**src/rtl/seg_chk_pkg.sv**
```systemverilog
package seg_chk_pkg;

    localparam int DESC_W = 64;
    localparam int OFS_W  = 32;
    localparam int LIM_W  = 20;
    localparam int PAGE_SH = 12;

    typedef enum logic [1:0] {
        ACC_READ  = 2'd0,
        ACC_WRITE = 2'd1,
        ACC_EXEC  = 2'd2,
        ACC_RSVD  = 2'd3
    } acc_e;

    typedef enum logic [2:0] {
        CAUSE_NONE   = 3'd0,
        CAUSE_NULL   = 3'd1,
        CAUSE_ABSENT = 3'd2,
        CAUSE_TYPE   = 3'd3,
        CAUSE_PRIV   = 3'd4,
        CAUSE_LIMIT  = 3'd5
    } cause_e;

    typedef struct packed {
        logic       present;
        logic [1:0] dpl;
        logic       nonsys;
        logic       is_code;
        logic       conf_dir;
        logic       rw;
        logic       page_gran;
        logic [LIM_W-1:0] limit;
    } desc_view_t;

    typedef struct packed {
        logic   valid;
        logic   grant;
        logic   fault;
        cause_e cause;
    } rsp_t;

endpackage

```
**src/rtl/seg_desc_table.sv**
```systemverilog
module seg_desc_table
    import seg_chk_pkg::*;
#(
    parameter int NUM_DESC = 8,
    localparam int IDX_W = $clog2(NUM_DESC)
) (
    input  logic              clk,
    input  logic              rst_n,
    input  logic              wr_en_i,
    input  logic [IDX_W-1:0]  wr_idx_i,
    input  logic [DESC_W-1:0] wr_desc_i,
    input  logic [IDX_W-1:0]  rd_idx_i,
    output logic [DESC_W-1:0] rd_desc_o
);

    logic [DESC_W-1:0] slot_all [NUM_DESC];

    for (genvar g = 0; g < NUM_DESC; g++) begin : g_slot
        logic [DESC_W-1:0] slot_d, slot_q;

        always_comb begin
            slot_d = slot_q;
            if (wr_en_i && (wr_idx_i == IDX_W'(g))) begin
                slot_d = wr_desc_i;
            end
        end

        always_ff @(posedge clk or negedge rst_n) begin
            if (!rst_n) begin
                slot_q <= '0;
            end else begin
                slot_q <= slot_d;
            end
        end

        assign slot_all[g] = slot_q;
    end

    assign rd_desc_o = slot_all[rd_idx_i];

endmodule

```
**src/rtl/seg_rule_eval.sv**
```systemverilog
module seg_rule_eval
    import seg_chk_pkg::*;
(
    input  logic [DESC_W-1:0] desc_i,
    input  logic              sel_null_i,
    input  logic [1:0]        cpl_i,
    input  acc_e              acc_i,
    input  logic [OFS_W-1:0]  ofs_i,
    output cause_e            cause_o
);

    desc_view_t v;
    logic [OFS_W-1:0] eff_lim;
    logic type_bad, priv_bad, lim_bad;
    logic unused_desc_bits;

    assign unused_desc_bits = ^{desc_i[63:56], desc_i[54:52], desc_i[40:16]};

    always_comb begin
        v.present   = desc_i[47];
        v.dpl       = desc_i[46:45];
        v.nonsys    = desc_i[44];
        v.is_code   = desc_i[43];
        v.conf_dir  = desc_i[42];
        v.rw        = desc_i[41];
        v.page_gran = desc_i[55];
        v.limit     = {desc_i[51:48], desc_i[15:0]};
    end

    always_comb begin
        if (v.page_gran) begin
            eff_lim = {v.limit, {PAGE_SH{1'b1}}};
        end else begin
            eff_lim = OFS_W'(v.limit);
        end
    end

    always_comb begin
        type_bad = 1'b0;
        if (!v.nonsys || acc_i == ACC_RSVD) begin
            type_bad = 1'b1;
        end else if (v.is_code) begin
            type_bad = (acc_i == ACC_WRITE) || (acc_i == ACC_READ && !v.rw);
        end else begin
            type_bad = (acc_i == ACC_EXEC) || (acc_i == ACC_WRITE && !v.rw);
        end
    end

    always_comb begin
        if (v.is_code && acc_i == ACC_EXEC) begin
            priv_bad = v.conf_dir ? (cpl_i < v.dpl) : (cpl_i != v.dpl);
        end else begin
            priv_bad = (cpl_i > v.dpl);
        end
    end

    assign lim_bad = (ofs_i > eff_lim);

    always_comb begin
        if (sel_null_i)       cause_o = CAUSE_NULL;
        else if (!v.present)  cause_o = CAUSE_ABSENT;
        else if (type_bad)    cause_o = CAUSE_TYPE;
        else if (priv_bad)    cause_o = CAUSE_PRIV;
        else if (lim_bad)     cause_o = CAUSE_LIMIT;
        else                  cause_o = CAUSE_NONE;
    end

endmodule

```
**src/rtl/seg_access_check.sv**
```systemverilog
module seg_access_check
    import seg_chk_pkg::*;
#(
    parameter int NUM_DESC = 8,
    localparam int IDX_W = $clog2(NUM_DESC)
) (
    input  logic              clk,
    input  logic              rst_n,
    input  logic              wr_en_i,
    input  logic [IDX_W-1:0]  wr_idx_i,
    input  logic [63:0]       wr_desc_i,
    input  logic              req_i,
    input  logic [IDX_W-1:0]  sel_i,
    input  logic [1:0]        cpl_i,
    input  logic [1:0]        acc_i,
    input  logic [31:0]       ofs_i,
    output logic              rsp_valid_o,
    output logic              grant_o,
    output logic              fault_o,
    output logic [2:0]        cause_o
);

    logic [DESC_W-1:0] cur_desc;
    cause_e            chk_cause;
    rsp_t              rsp_d, rsp_q;

    seg_desc_table #(.NUM_DESC(NUM_DESC)) u_table (
        .clk       (clk),
        .rst_n     (rst_n),
        .wr_en_i   (wr_en_i),
        .wr_idx_i  (wr_idx_i),
        .wr_desc_i (wr_desc_i),
        .rd_idx_i  (sel_i),
        .rd_desc_o (cur_desc)
    );

    seg_rule_eval u_eval (
        .desc_i     (cur_desc),
        .sel_null_i (sel_i == '0),
        .cpl_i      (cpl_i),
        .acc_i      (acc_e'(acc_i)),
        .ofs_i      (ofs_i),
        .cause_o    (chk_cause)
    );

    always_comb begin
        rsp_d = '0;
        if (req_i) begin
            rsp_d.valid = 1'b1;
            rsp_d.cause = chk_cause;
            if (chk_cause == CAUSE_NONE) rsp_d.grant = 1'b1;
            else                         rsp_d.fault = 1'b1;
        end
    end

    always_ff @(posedge clk or negedge rst_n) begin
        if (!rst_n) begin
            rsp_q <= '0;
        end else begin
            rsp_q <= rsp_d;
        end
    end

    assign rsp_valid_o = rsp_q.valid;
    assign grant_o     = rsp_q.grant;
    assign fault_o     = rsp_q.fault;
    assign cause_o     = rsp_q.cause;

    AST_RSP_NEXT_CYCLE: assert property (@(posedge clk) disable iff (!rst_n)
        req_i |=> rsp_valid_o && (grant_o != fault_o));
    AST_IDLE_QUIET: assert property (@(posedge clk) disable iff (!rst_n)
        !req_i |=> !rsp_valid_o && !grant_o && !fault_o);
    AST_NULL_SEL_FAULTS: assert property (@(posedge clk) disable iff (!rst_n)
        (req_i && sel_i == '0) |=> fault_o && cause_o == 3'd1);
    AST_ABSENT_FAULTS: assert property (@(posedge clk) disable iff (!rst_n)
        (req_i && sel_i != '0 && !cur_desc[47]) |=> fault_o && cause_o == 3'd2);
    AST_CODE_NO_WRITE: assert property (@(posedge clk) disable iff (!rst_n)
        (req_i && sel_i != '0 && cur_desc[47] && cur_desc[43] && acc_i == 2'd1)
        |=> fault_o && cause_o == 3'd3);

endmodule

```
**config.mk**
```make
export PLATFORM = sky130hd
export DESIGN_NAME = seg_access_check
export DESIGN_NICKNAME = d
export VERILOG_FILES = /design/src/rtl/seg_chk_pkg.sv /design/src/rtl/seg_desc_table.sv /design/src/rtl/seg_rule_eval.sv /design/src/rtl/seg_access_check.sv
export SDC_FILE = /design/constraint.sdc
export NUM_CORES = 1
export LEC_CHECK = 0
export BUFFER_PORTS_ARGS = -buffer_cell sky130_fd_sc_hd__buf_2
export CORE_AREA = 5 5 149 151
export CTS_CLUSTER_DIAMETER = 30
export DETAILED_ROUTE_END_ITERATION = 10
export DIE_AREA = 0 0 154 156
export PLACE_DENSITY = 0.76
export SLEW_MARGIN = 5
export SYNTH_ARGS = -nofsm -noshare
export SYNTH_HDL_FRONTEND = slang
export SYNTH_SLANG_ARGS = --single-unit
```
**constraint.sdc**
```tcl
create_clock -name clk -period 4.2 [get_ports clk]
set_input_delay 0.42 -clock clk [delete_from_list [all_inputs] [get_ports clk]]
set_output_delay 0.42 -clock clk [all_outputs]
set_load 0.005 [all_outputs]
```
==> impl_metrics.env, run 1 <==
export IMPL_critPathMaxFanout=18
export IMPL_syn2layout_area_growth_pct=19.96
export IMPL_p_total_mw=7.839
export IMPL_netSwitchingPower_mw=1.985
export IMPL_hold_viol=0
export IMPL_p_sw_share_pct=25.32
export IMPL_drc=0
export IMPL_fp_coreArea_mm2=0.02069
export IMPL_cp_startpoint="u_table.g_slot[5].slot_q[55]"
export IMPL_ioPinCount=116
export IMPL_start_util_pct=54.18
export IMPL_rows=53
export IMPL_p_clk_share_pct=43.3
export IMPL_maxCapViolCount=0
export IMPL_yosysTopAreaCellShare_pct=51.35
export IMPL_path_class="reg -> reg"
export IMPL_tritoncts="built"
export IMPL_cts_htree_levels=2
export IMPL_async_flop_share_pct=100.0
export IMPL_combinationalPowerShare_pct=19.1
export IMPL_fin_worst_skew_ps=9.829
export IMPL_ys_seq_area_share_pct=51.35
export IMPL_ant_nets=0
export IMPL_power_frac_seq_pct=37.6
export IMPL_wl_mm=26.61
export IMPL_hpwl_mm=16.93
export IMPL_stdcell_count=1147
export IMPL_wire_per_inst_um=23.20
export IMPL_grt_use_met3_pct=4.854
export IMPL_busiest_layer="met2"
export IMPL_syn_num_nets=881
export IMPL_fin_ws_ps=899.3
export IMPL_required_ps=4640
export IMPL_internal_power_mw=5.854
export IMPL_fp_dieArea_mm2=0.02402
export IMPL_synth_cells=737
export IMPL_tns_ps=0
export IMPL_post_place_ws_ps=665.7
export IMPL_nNetsFinal=983
export IMPL_grt_use_met2_pct=40.33
export IMPL_synth_flop_cell="dfrtp_1"
export IMPL_root_buffer="clkbuf_16"
export IMPL_drive_gt1_share_pct=54.48
export IMPL_fmax_mhz=303.0
export IMPL_dp_cells=1070
export IMPL_worst_slew_pin_transition_ps=1130
export IMPL_synth_largest_area_cell="dfrtp_1"
export IMPL_synth_area_per_cell_um2=15.21
export IMPL_grt_overflow=0
export IMPL_post_route_period_util_pct=78.59
export IMPL_clock_latency_ps=520
export IMPL_grt_pass1_vias=7941
export IMPL_clkSinkCount=230
export IMPL_gp_congestion=0.8338
export IMPL_viasPerCell=5.982
export IMPL_antenna_found_initial=1
export IMPL_cts_resized=0
export IMPL_irDropWorstVdd_uv=313.5
export IMPL_die_x_um=154
export IMPL_syn_area_mm2=0.01121
export IMPL_setup_viol_count_final=0
export IMPL_relSlewSlack_pct=24.26
export IMPL_die_h_um=156
export IMPL_clock_path_buffers=3
export IMPL_cp_start_kind="flip-flop"
export IMPL_min_path_type="in -> reg"
export IMPL_use_met1_pct=28.05
export IMPL_grt_max_degree=108
export IMPL_groute_usage_overall_pct=22.83
export IMPL_leakage_nw=5.855
export IMPL_final_fill_count=1456
export IMPL_cp_arrival_ps=3740
export IMPL_rsz0062_at_grt="no"
export IMPL_critPathCaptureType="flip-flop"
export IMPL_first_pass_iters=4
export IMPL_holdCritStartpoint="req_i"
export IMPL_powerDensity_mw_per_mm2=583.0
export IMPL_grt_pass1_wl_mm=42.97
export IMPL_synth_cell_types=42
export IMPL_status="completed"
export IMPL_synth_seq_cells=230
export IMPL_drt_first_iter_violations=330
export IMPL_r2r_start="u_table.g_slot[5].slot_q[55]"
export IMPL_cts_made_buffers=41
export IMPL_yosysWarnings=0
export IMPL_yosys_top_cells_area="dfrtp_1 51%, mux2_2 25%, mux4_2 9.6%"
export IMPL_reg2reg_slack_ps=900
export IMPL_synth_edf_count=0
export IMPL_num_vias=6861
export IMPL_fin_crit_ps=3301
export IMPL_numPortBuffers=79
export IMPL_clkTransAtPathRegs_ps=50
export IMPL_report_final_slew_viol_count=0
==> routing by layer <==
metal,vias to the layer above,wire length (um)
met1,3601,10730
met5,-,9
met4,2,671
li1,3011,-
met3,51,1428
met2,196,13770
==> final timing paths <==
path                       cells after the start                      endpoint
max                                           12                       grant_o
min                                            1                   rsp_valid_o
max reg2reg                                   12                       grant_o
min reg2reg                                    1   u_table.g_slot[3].slot_q[2]
max in group asynchronous                      3  u_table.g_slot[0].slot_q[11]
min in group asynchronous                      2  u_table.g_slot[4].slot_q[51]
==> cells in the mapped netlist (2+ instances only) <==
cell type  number
nand4_1         9
inv_1           5
buf_2           6
buf_1          13
mux4_2         48
mux4_1          8
nand2_1        22
a21oi_1        19
nor3_1          4
dfrtp_1       230
ha_1           34
nor2_1         14
mux2i_1        10
mux2_2        248
nand4b_1        3
a31oi_1         2
nor3_2          2
buf_4           2
o21ai_0        10
clkbuf_1       20
nor4_1          2
nand2b_1        5
nor3b_1         2
==> layout by cell type (no fill, tap or decap), types with 6 or more instances in the layout <==
| cell | instances |
|---|---|
| buf_4 | 20 |
| nor2_1 | 14 |
| a21oi_1 | 19 |
| dfrtp_1 | 230 |
| o21ai_0 | 10 |
| nand2_1 | 22 |
| clkbuf_16 | 43 |
| ha_1 | 34 |
| nand4_1 | 9 |
| clkinv_2 | 7 |
| mux4_2 | 48 |
| mux2_2 | 248 |
| mux2i_1 | 10 |
| bufinv_16 | 6 |
| mux4_1 | 8 |
| buf_2 | 77 |
==> cell families (layout without fill, tap and decap cells) <==
kind of cell,Yosys count,after routing,synth area share (%)
muxes,315,315,37.53
adders and majority gates,34,34,3.795
buffers and inverters,47,180,1.775
other,0,2,0
DFF,230,230,51.35
and+or+nand+nor,71,71,3.427
AOI/OAI and AO/OA,40,40,2.132
==> sequential cells by signal, indices dropped and copies added (netlist names) <==
| name | count |
|---|---|
| grant_o | 1 |
| cause_o | 3 |
| u_table.g_slot.slot_q | 224 |
| fault_o | 1 |
| rsp_valid_o | 1 |
==> area by class of cell <==
| type | count | area, um2 | share of cell area (%) |
|---|---|---|---|
| Antenna cell | 2 | 5.005 | 0.03722 |
| Timing Repair Buffer | 101 | 600.6 | 4.466 |
| Clock inverter | 23 | 299.0 | 2.224 |
| Inverter | 5 | 18.77 | 0.1396 |
| Tap cell | 275 | 344.1 | 2.559 |
| Multi-Input combinational cell | 460 | 5278 | 39.25 |
| Sequential cell | 230 | 5756 | 42.80 |
| Clock buffer | 51 | 1146 | 8.523 |
==> critical path: stages, from the launching register on <==
cell and delay, ps:
dfrtp_1 380, mux4_2 450, mux2_2 460, buf_4 250
nor2_1 130, ha_1 170, nand4_1 210, nor4_1 390
and2_1 180, a21oi_1 40, buf_4 160, nor3_4 200
and4_1 210
==> metrics by stage <==
step           util, %  area [um2]  hold WS (ps)
2_1_floorplan        -       11210         124.4
3_3_place_gp     57.93       11990         478.6
3_5_place_dp     57.93       11990         488.2
4_1_cts          64.97       13440         48.50
5_1_grt          64.97       13440         68.63
6_report         64.99       13450         69.85
==> power groups by stage <==
stage	clock (mW)	sequential (mW)	combinational, mW
2_1_floorplan	0	2.88	1.10
3_3_place_gp	0	2.91	1.39
3_5_place_dp	0	2.97	1.49
4_1_cts	3.45	2.95	1.51
5_1_grt	3.56	3.00	1.65
6_report	3.39	2.95	1.50
==> what timing repair did <==
action / 4_1_cts / 5_1_grt
endpoints found under the hold margin: 23 / 0
setup buffers: 0 / 0
hold buffers: 1 / 0
Power figures use the tool's default switching activity.
==> run 2: changes to the inputs <==
--- a/config.mk
+++ b/config.mk
@@ -6,11 +6,11 @@
 export NUM_CORES = 1
 export LEC_CHECK = 0
 export BUFFER_PORTS_ARGS = -buffer_cell sky130_fd_sc_hd__buf_2
-export CORE_AREA = 5 5 149 151
+export CORE_AREA = 5 5 151 153
 export CTS_CLUSTER_DIAMETER = 30
 export DETAILED_ROUTE_END_ITERATION = 10
-export DIE_AREA = 0 0 154 156
-export PLACE_DENSITY = 0.76
+export DIE_AREA = 0 0 156 158
+export PLACE_DENSITY = 0.77
 export SLEW_MARGIN = 5
 export SYNTH_ARGS = -nofsm -noshare
 export SYNTH_HDL_FRONTEND = slang
==> constraint.sdc (replaced) <==
create_clock -name clk -period 2.8 [get_ports clk]
set_input_delay 0.28 -clock clk [delete_from_list [all_inputs] [get_ports clk]]
set_output_delay 0.28 -clock clk [all_outputs]
set_load 0.005 [all_outputs]
==> run 2 against run 1 <==
The flow now finishes with violations (setup timing); critical path depth stayed put; core utilization is 1.7 points higher; total power is 69% higher; worst setup slack worse by 1300 ps; via count is 3.5% higher; routed wire length is 5.3% higher; highest routed layer unchanged; global-route usage is 0.23 points higher; register-to-register slack worse by 1300 ps; hold slack better by 23 ps; largest cell class unchanged.
==> impl_metrics.env, run 2 (same netlist as run 1, synthesis figures left out) <==
export IMPL_status="complete, but fails checks"
export IMPL_violations="setup timing"
export IMPL_path_class="reg -> reg"
export IMPL_required_ps=3240
export IMPL_clkTransAtPathRegs_ps=50
export IMPL_wire_per_inst_um=23.65
export IMPL_internal_power_mw=9.962
export IMPL_cp_startpoint="u_table.g_slot[7].slot_q[55]"
export IMPL_critPathCaptureType="flip-flop"
export IMPL_reg2regPathDepth=12
export IMPL_drive_gt1_share_pct=59.07
export IMPL_ioPinCount=116
export IMPL_report_final_slew_viol_count=0
export IMPL_cp_start_kind="flip-flop"
export IMPL_worst_slew_pin_transition_ps=568.0
export IMPL_multi_input_area_mm2=0.005522
export IMPL_reg2reg_slack_ps=-370
export IMPL_first_pass_iters=4
export IMPL_final_cell_mix="247 x mux2_2, 230 x dfrtp_1, 77 x buf_2"
export IMPL_irDropWorstVdd_uv=587.0
export IMPL_fin_crit_ps=3170
export IMPL_path_depth=12
export IMPL_hpwl_mm=16.17
export IMPL_clock_path_buffers=3
export IMPL_powerDensity_mw_per_mm2=926.7
export IMPL_cts_htree_levels=2
export IMPL_antenna_found_initial=2
export IMPL_start_util_pct=52.34
export IMPL_wl_mm=28.00
export IMPL_root_buffer="clkbuf_16"
export IMPL_cp_arrival_ps=3610
export IMPL_die_x_um=156
export IMPL_dp_cells=1083
export IMPL_r2r_end="cause_o[0]"
export IMPL_nNetsFinal=1012
export IMPL_tns_ps=-1248
export IMPL_p_sw_share_pct=24.71
export IMPL_worstSetupEndpoint="cause_o[0]"
export IMPL_leakage_nw=6.217
export IMPL_netSwitchingPower_mw=3.270
export IMPL_tritoncts="built"
export IMPL_viasPerCell=6.000
export IMPL_relSlewSlack_pct=62.14
export IMPL_n_antenna_cell=0
export IMPL_rows=54
export IMPL_fmax_mhz=315.5
export IMPL_numPortBuffers=79
export IMPL_clock_latency_ps=520
export IMPL_die_h_um=158
export IMPL_grt_pass1_wl_mm=43.65
export IMPL_largest_reg_flops=224
export IMPL_fin_worst_skew_ps=12.96
export IMPL_clkSinkCount=230
export IMPL_groute_usage_overall_pct=23.06
export IMPL_final_fill_count=1411
export IMPL_largest_register="u_table.g_slot.slot_q"
export IMPL_seq_area_mm2=0.005756
export IMPL_grt_pass1_vias=7745
export IMPL_fp_dieArea_mm2=0.02465
export IMPL_maxCapViolCount=0
export IMPL_ant_nets=0
export IMPL_grt_overflow=0
export IMPL_cp_num_buf_inv=2
export IMPL_cp_slowest_cell="mux4_2"
export IMPL_gp_congestion=0.8659
export IMPL_post_route_period_util_pct=113.2
export IMPL_cts_made_buffers=45
export IMPL_setup_viol_count_final=4
export IMPL_num_vias=7104
export IMPL_critPathMaxFanout=6
export IMPL_utilization_pct=66.67
export IMPL_power_frac_seq_pct=33.3
export IMPL_final_common_cell="mux2_2"
export IMPL_r2r_start="u_table.g_slot[7].slot_q[55]"
export IMPL_stdcell_count=1184
export IMPL_combinationalPowerShare_pct=19.6
export IMPL_syn2layout_area_growth_pct=27.38
export IMPL_hold_viol=0
export IMPL_min_path_type="in -> reg"
export IMPL_grt_max_degree=77
export IMPL_drt_first_iter_violations=363
export IMPL_cp_slowest_stage_delay_ps=520
export IMPL_p_clk_share_pct=47.1
export IMPL_fp_coreArea_mm2=0.02142
export IMPL_rsz0062_at_grt="yes"
export IMPL_cp_top_family="simple AND/OR/NAND/NOR gates"
export IMPL_fin_ws_ps=-369.7
export IMPL_path_cells="mux4_2 -> mux2_4 -> buf_12 -> buf_6 -> nand2_2 -> ha_1 -> nand4_1 -> nor4_4 -> nand2b_1 -> a31oi_4 -> o21bai_1 -> a41oi_1"
export IMPL_drc=0
==> run 2: cell count changes in the layout (fill, tap and decap cells not counted), moves of 5 or more <==
cell	before	now
buf_12	2	8
ha_1	34	29
ha_4	0	5
bufinv_16	6	14
buf_4	20	32
nor2_4	0	7
nor2_1	14	5
==> run 2: layout make-up <==
cell class	instances	area share, %
Clock buffer	53	8.605
Clock inverter	30	3.768
Inverter	5	0.1314
Multi-Input combinational cell	462	38.67
Sequential cell	230	40.31
Tap cell	280	2.454
Timing Repair Buffer	124	6.064
==> run 2: timing repair <==
action / CTS / global route
gates cloned: 2 / 0
pin swaps: 19 / 17
endpoints found under the hold margin: 66 / 0
resized for setup: 29 / 15
buffers inserted: 8 / 6
hold buffers: 2 / 0
setup endpoints to repair: 4 / 4
==> run 2: worst min-delay path by stage <==
stage / startpoint / endpoint / slack (ps) / cells after the start
after floorplan: rst_n / cause_o[0] / -20 / 0
after global placement: rst_n / u_table.g_slot[5].slot_q[4] / 280 / 1
after detailed placement: rst_n / u_table.g_slot[5].slot_q[4] / 270 / 1
after CTS: wr_desc_i[49] / u_table.g_slot[6].slot_q[49] / 80 / 2
after global routing: wr_desc_i[43] / u_table.g_slot[3].slot_q[43] / 100 / 2
final: wr_desc_i[42] / u_table.g_slot[5].slot_q[42] / 90 / 2
==> run 2: worst register-to-register path: cells and delay by family, from the launching register on <==
family / cells / cell delay, ps
AO/OA/AOI/OAI: 3 / 560
flip-flops: 1 / 380
AND/OR/NAND/NOR: 4 / 850
buffers and inverters: 2 / 280
adder cells (fa/ha/maj): 1 / 170
multiplexers: 2 / 840
==> run 2: stage by stage <==
step	worst slack [ps]	power, mW	hold slack, ps	area [um2]
floorplan	14.06	6.001	-15.59	11320
global placement	-400.4	6.571	279.0	12150
detailed placement	-506.9	6.694	273.6	12150
CTS	-193.4	13.15	77.91	14160
global route	-456.5	13.78	96.23	14280
finish	-369.7	13.23	92.77	14280
==> run 2: power groups by stage <==
stage	Combinational, mW	Clock [mW]	Sequential (mW)
2_1_floorplan	1.69	0	4.31
4_1_cts	2.44	6.31	4.40
3_3_place_gp	2.17	0	4.40
3_5_place_dp	2.26	0	4.43
5_1_grt	2.81	6.49	4.48
6_report	2.59	6.24	4.41
==> run 2: routing by layer <==
metal  vias up  routed length [um]  track usage, %
met3        80                1711           4.483
li1       3093                   -               -
met5         -                  25               0
met4         4                1050           9.671
met1      3693               11590           30.11
met2       234               13630           38.08
==> run 3: changes to the inputs <==
--- a/config.mk
+++ b/config.mk
@@ -11,6 +11,8 @@
 export DETAILED_ROUTE_END_ITERATION = 10
 export DIE_AREA = 0 0 156 158
 export PLACE_DENSITY = 0.77
+export RECOVER_POWER = 50
+export SKIP_CTS_REPAIR_TIMING = 1
 export SLEW_MARGIN = 5
 export SYNTH_ARGS = -nofsm -noshare
 export SYNTH_HDL_FRONTEND = slang
==> run 3 against run 2 <==
The flow finishes with violations (capacitance limit, slew limit, setup timing); sequential share of layout area rose by 0.93 points; combinational power fell by 10%; design area fell by 2.3%; core utilization fell by 1.5 points; clock skew rose by 1.2 ps; clock-buffer cell count did not move; worst setup slack improved by 49 ps; register-to-register slack improved by 50 ps; global-route usage fell by 0.80 points; final cell count fell by 0.93%; critical path depth fell by 1; critical path type unchanged; largest cell class unchanged; highest routed layer unchanged.
==> impl_metrics.env, run 3 (same netlist as run 1, synthesis figures left out) <==
export IMPL_worst_slew_pin_transition_ps=2341
export IMPL_wire_per_inst_um=23.00
export IMPL_min_path_type="in -> reg"
export IMPL_r2r_start="u_table.g_slot[3].slot_q[55]"
export IMPL_hpwl_mm=16.17
export IMPL_powerDensity_mw_per_mm2=927.9
export IMPL_grt_pass1_vias=7506
export IMPL_rows=54
export IMPL_report_final_slew_viol_count=97
export IMPL_final_fill_count=1456
export IMPL_ant_nets=0
export IMPL_critPathCaptureType="flip-flop"
export IMPL_clkTransAtPathRegs_ps=50
export IMPL_hold_viol=0
export IMPL_post_route_period_util_pct=111.5
export IMPL_first_pass_iters=4
export IMPL_numPortBuffers=79
export IMPL_rsz0062_at_grt="yes"
export IMPL_r2r_end="grant_o"
export IMPL_critPathMaxFanout=5
export IMPL_groute_usage_overall_pct=22.26
export IMPL_reg2reg_slack_ps=-320
export IMPL_fp_dieArea_mm2=0.02465
export IMPL_fin_ws_ps=-321.2
export IMPL_drive_gt1_share_pct=55.72
export IMPL_min_to="u_table.g_slot[1].slot_q[1]"
export IMPL_violations="capacitance limit, slew limit, setup timing"
export IMPL_antenna_found_initial=2
export IMPL_fmax_mhz=320.4
export IMPL_largest_register="u_table.g_slot.slot_q"
export IMPL_gp_congestion=0.8659
export IMPL_start_util_pct=52.34
export IMPL_num_vias=6928
export IMPL_cp_arrival_ps=3580
export IMPL_die_x_um=156
export IMPL_cts_made_buffers=45
export IMPL_nNetsFinal=1000
export IMPL_fp_coreArea_mm2=0.02142
export IMPL_clock_path_buffers=3
export IMPL_tritoncts="built"
export IMPL_required_ps=3260
export IMPL_wl_mm=26.98
export IMPL_reg2regPathDepth=11
export IMPL_leakage_nw=6.091
export IMPL_root_buffer="clkbuf_16"
export IMPL_maxCapViolCount=2
export IMPL_die_h_um=158
export IMPL_min_path_cells=2
export IMPL_cp_start_kind="flip-flop"
export IMPL_cts_htree_levels=2
export IMPL_final_cell_mix="249 x mux2_2, 230 x dfrtp_1, 75 x buf_2"
export IMPL_largest_reg_flops=224
export IMPL_path_class="reg -> reg"
export IMPL_fin_crit_ps=3121
export IMPL_irDropWorstVdd_uv=579.7
export IMPL_hold_slack_ps=94.83
export IMPL_clock_latency_ps=520
export IMPL_viasPerCell=5.906
export IMPL_holdCritStartpoint="wr_desc_i[1]"
export IMPL_relSlewSlack_pct=-56.07
export IMPL_drt_first_iter_violations=410
export IMPL_grt_pass1_wl_mm=42.25
export IMPL_status="complete, but fails checks"
export IMPL_grt_overflow=0
export IMPL_tns_ps=-1110
export IMPL_ioPinCount=116
export IMPL_fin_worst_skew_ps=14.14
export IMPL_syn2layout_area_growth_pct=24.51
export IMPL_setup_viol_count_final=4
export IMPL_clkSinkCount=230
export IMPL_drc=0
export IMPL_grt_max_degree=77
export IMPL_stdcell_count=1173
export IMPL_dp_cells=1083
export IMPL_final_common_cell="mux2_2"
run 3: cell type report:
class | instances | area, um2 | share of cell area [%]
Inverter | 5 | 18.77 | 0.1345
Antenna cell | 1 | 2.502 | 0.01793
Clock inverter | 30 | 538.0 | 3.855
Timing Repair Buffer | 112 | 719.4 | 5.155
Tap cell | 280 | 350.3 | 2.510
Multi-Input combinational cell | 462 | 5344 | 38.29
Sequential cell | 230 | 5756 | 41.24
Clock buffer | 53 | 1229 | 8.803
run 3: worst max path at each step:
stage	from	endpoint	slack, ps	cells past startpoint
after global routing	u_table.g_slot[3].slot_q[55]	grant_o	-410	11
after CTS	u_table.g_slot[7].slot_q[55]	grant_o	-330	10
after detailed placement	sel_i[0]	grant_o	-510	12
after global placement	sel_i[0]	grant_o	-400	12
after floorplan	sel_i[0]	cause_o[0]	10	12
final	u_table.g_slot[3].slot_q[55]	grant_o	-320	11
run 3: metrics by stage:
| step | util, % | power [mW] | setup WS [ps] | instance area, um2 |
|---|---|---|---|---|
| after floorplan | - | 6.001 | 14.06 | 11320 |
| after global routing | 65.15 | 13.51 | -413.6 | 13950 |
| after detailed placement | 56.73 | 6.694 | -506.9 | 12150 |
| after global placement | 56.73 | 6.571 | -400.4 | 12150 |
| after CTS | 64.98 | 12.99 | -330.0 | 13920 |
| final | 65.17 | 12.95 | -321.2 | 13960 |
run 3: power by group:
| part | leakage, nW | switching, mW | internal (mW) |
|---|---|---|---|
| combinational | 2.47 | 0.983 | 1.34 |
| clock | 0.857 | 1.80 | 4.43 |
| sequential | 2.76 | 0.349 | 4.05 |
run 3: per-layer routing:
| layer | GRT usage [%] | share of wire [%] | wire length [um] | vias to the layer above |
|---|---|---|---|---|
| li1 | - | - | - | 3074 |
| met1 | 29.36 | 42 | 11370 | 3609 |
| met2 | 38.02 | 50 | 13460 | 190 |
| met3 | 4.019 | 5.7 | 1543 | 51 |
| met4 | 6.586 | 2.2 | 584 | 4 |
| met5 | 0 | 0.093 | 25 | - |
run 3: worst max-delay path, cell delays in order (launching register included):
cell and delay [ps]:
dfrtp_1 380, mux4_2 550, mux2_4 370, mux2i_1 220
ha_1 280, buf_4 150, a21oi_1 150, o21ai_0 110
a21oi_1 310, a31oi_4 160, nor3_4 170, and4_1 210
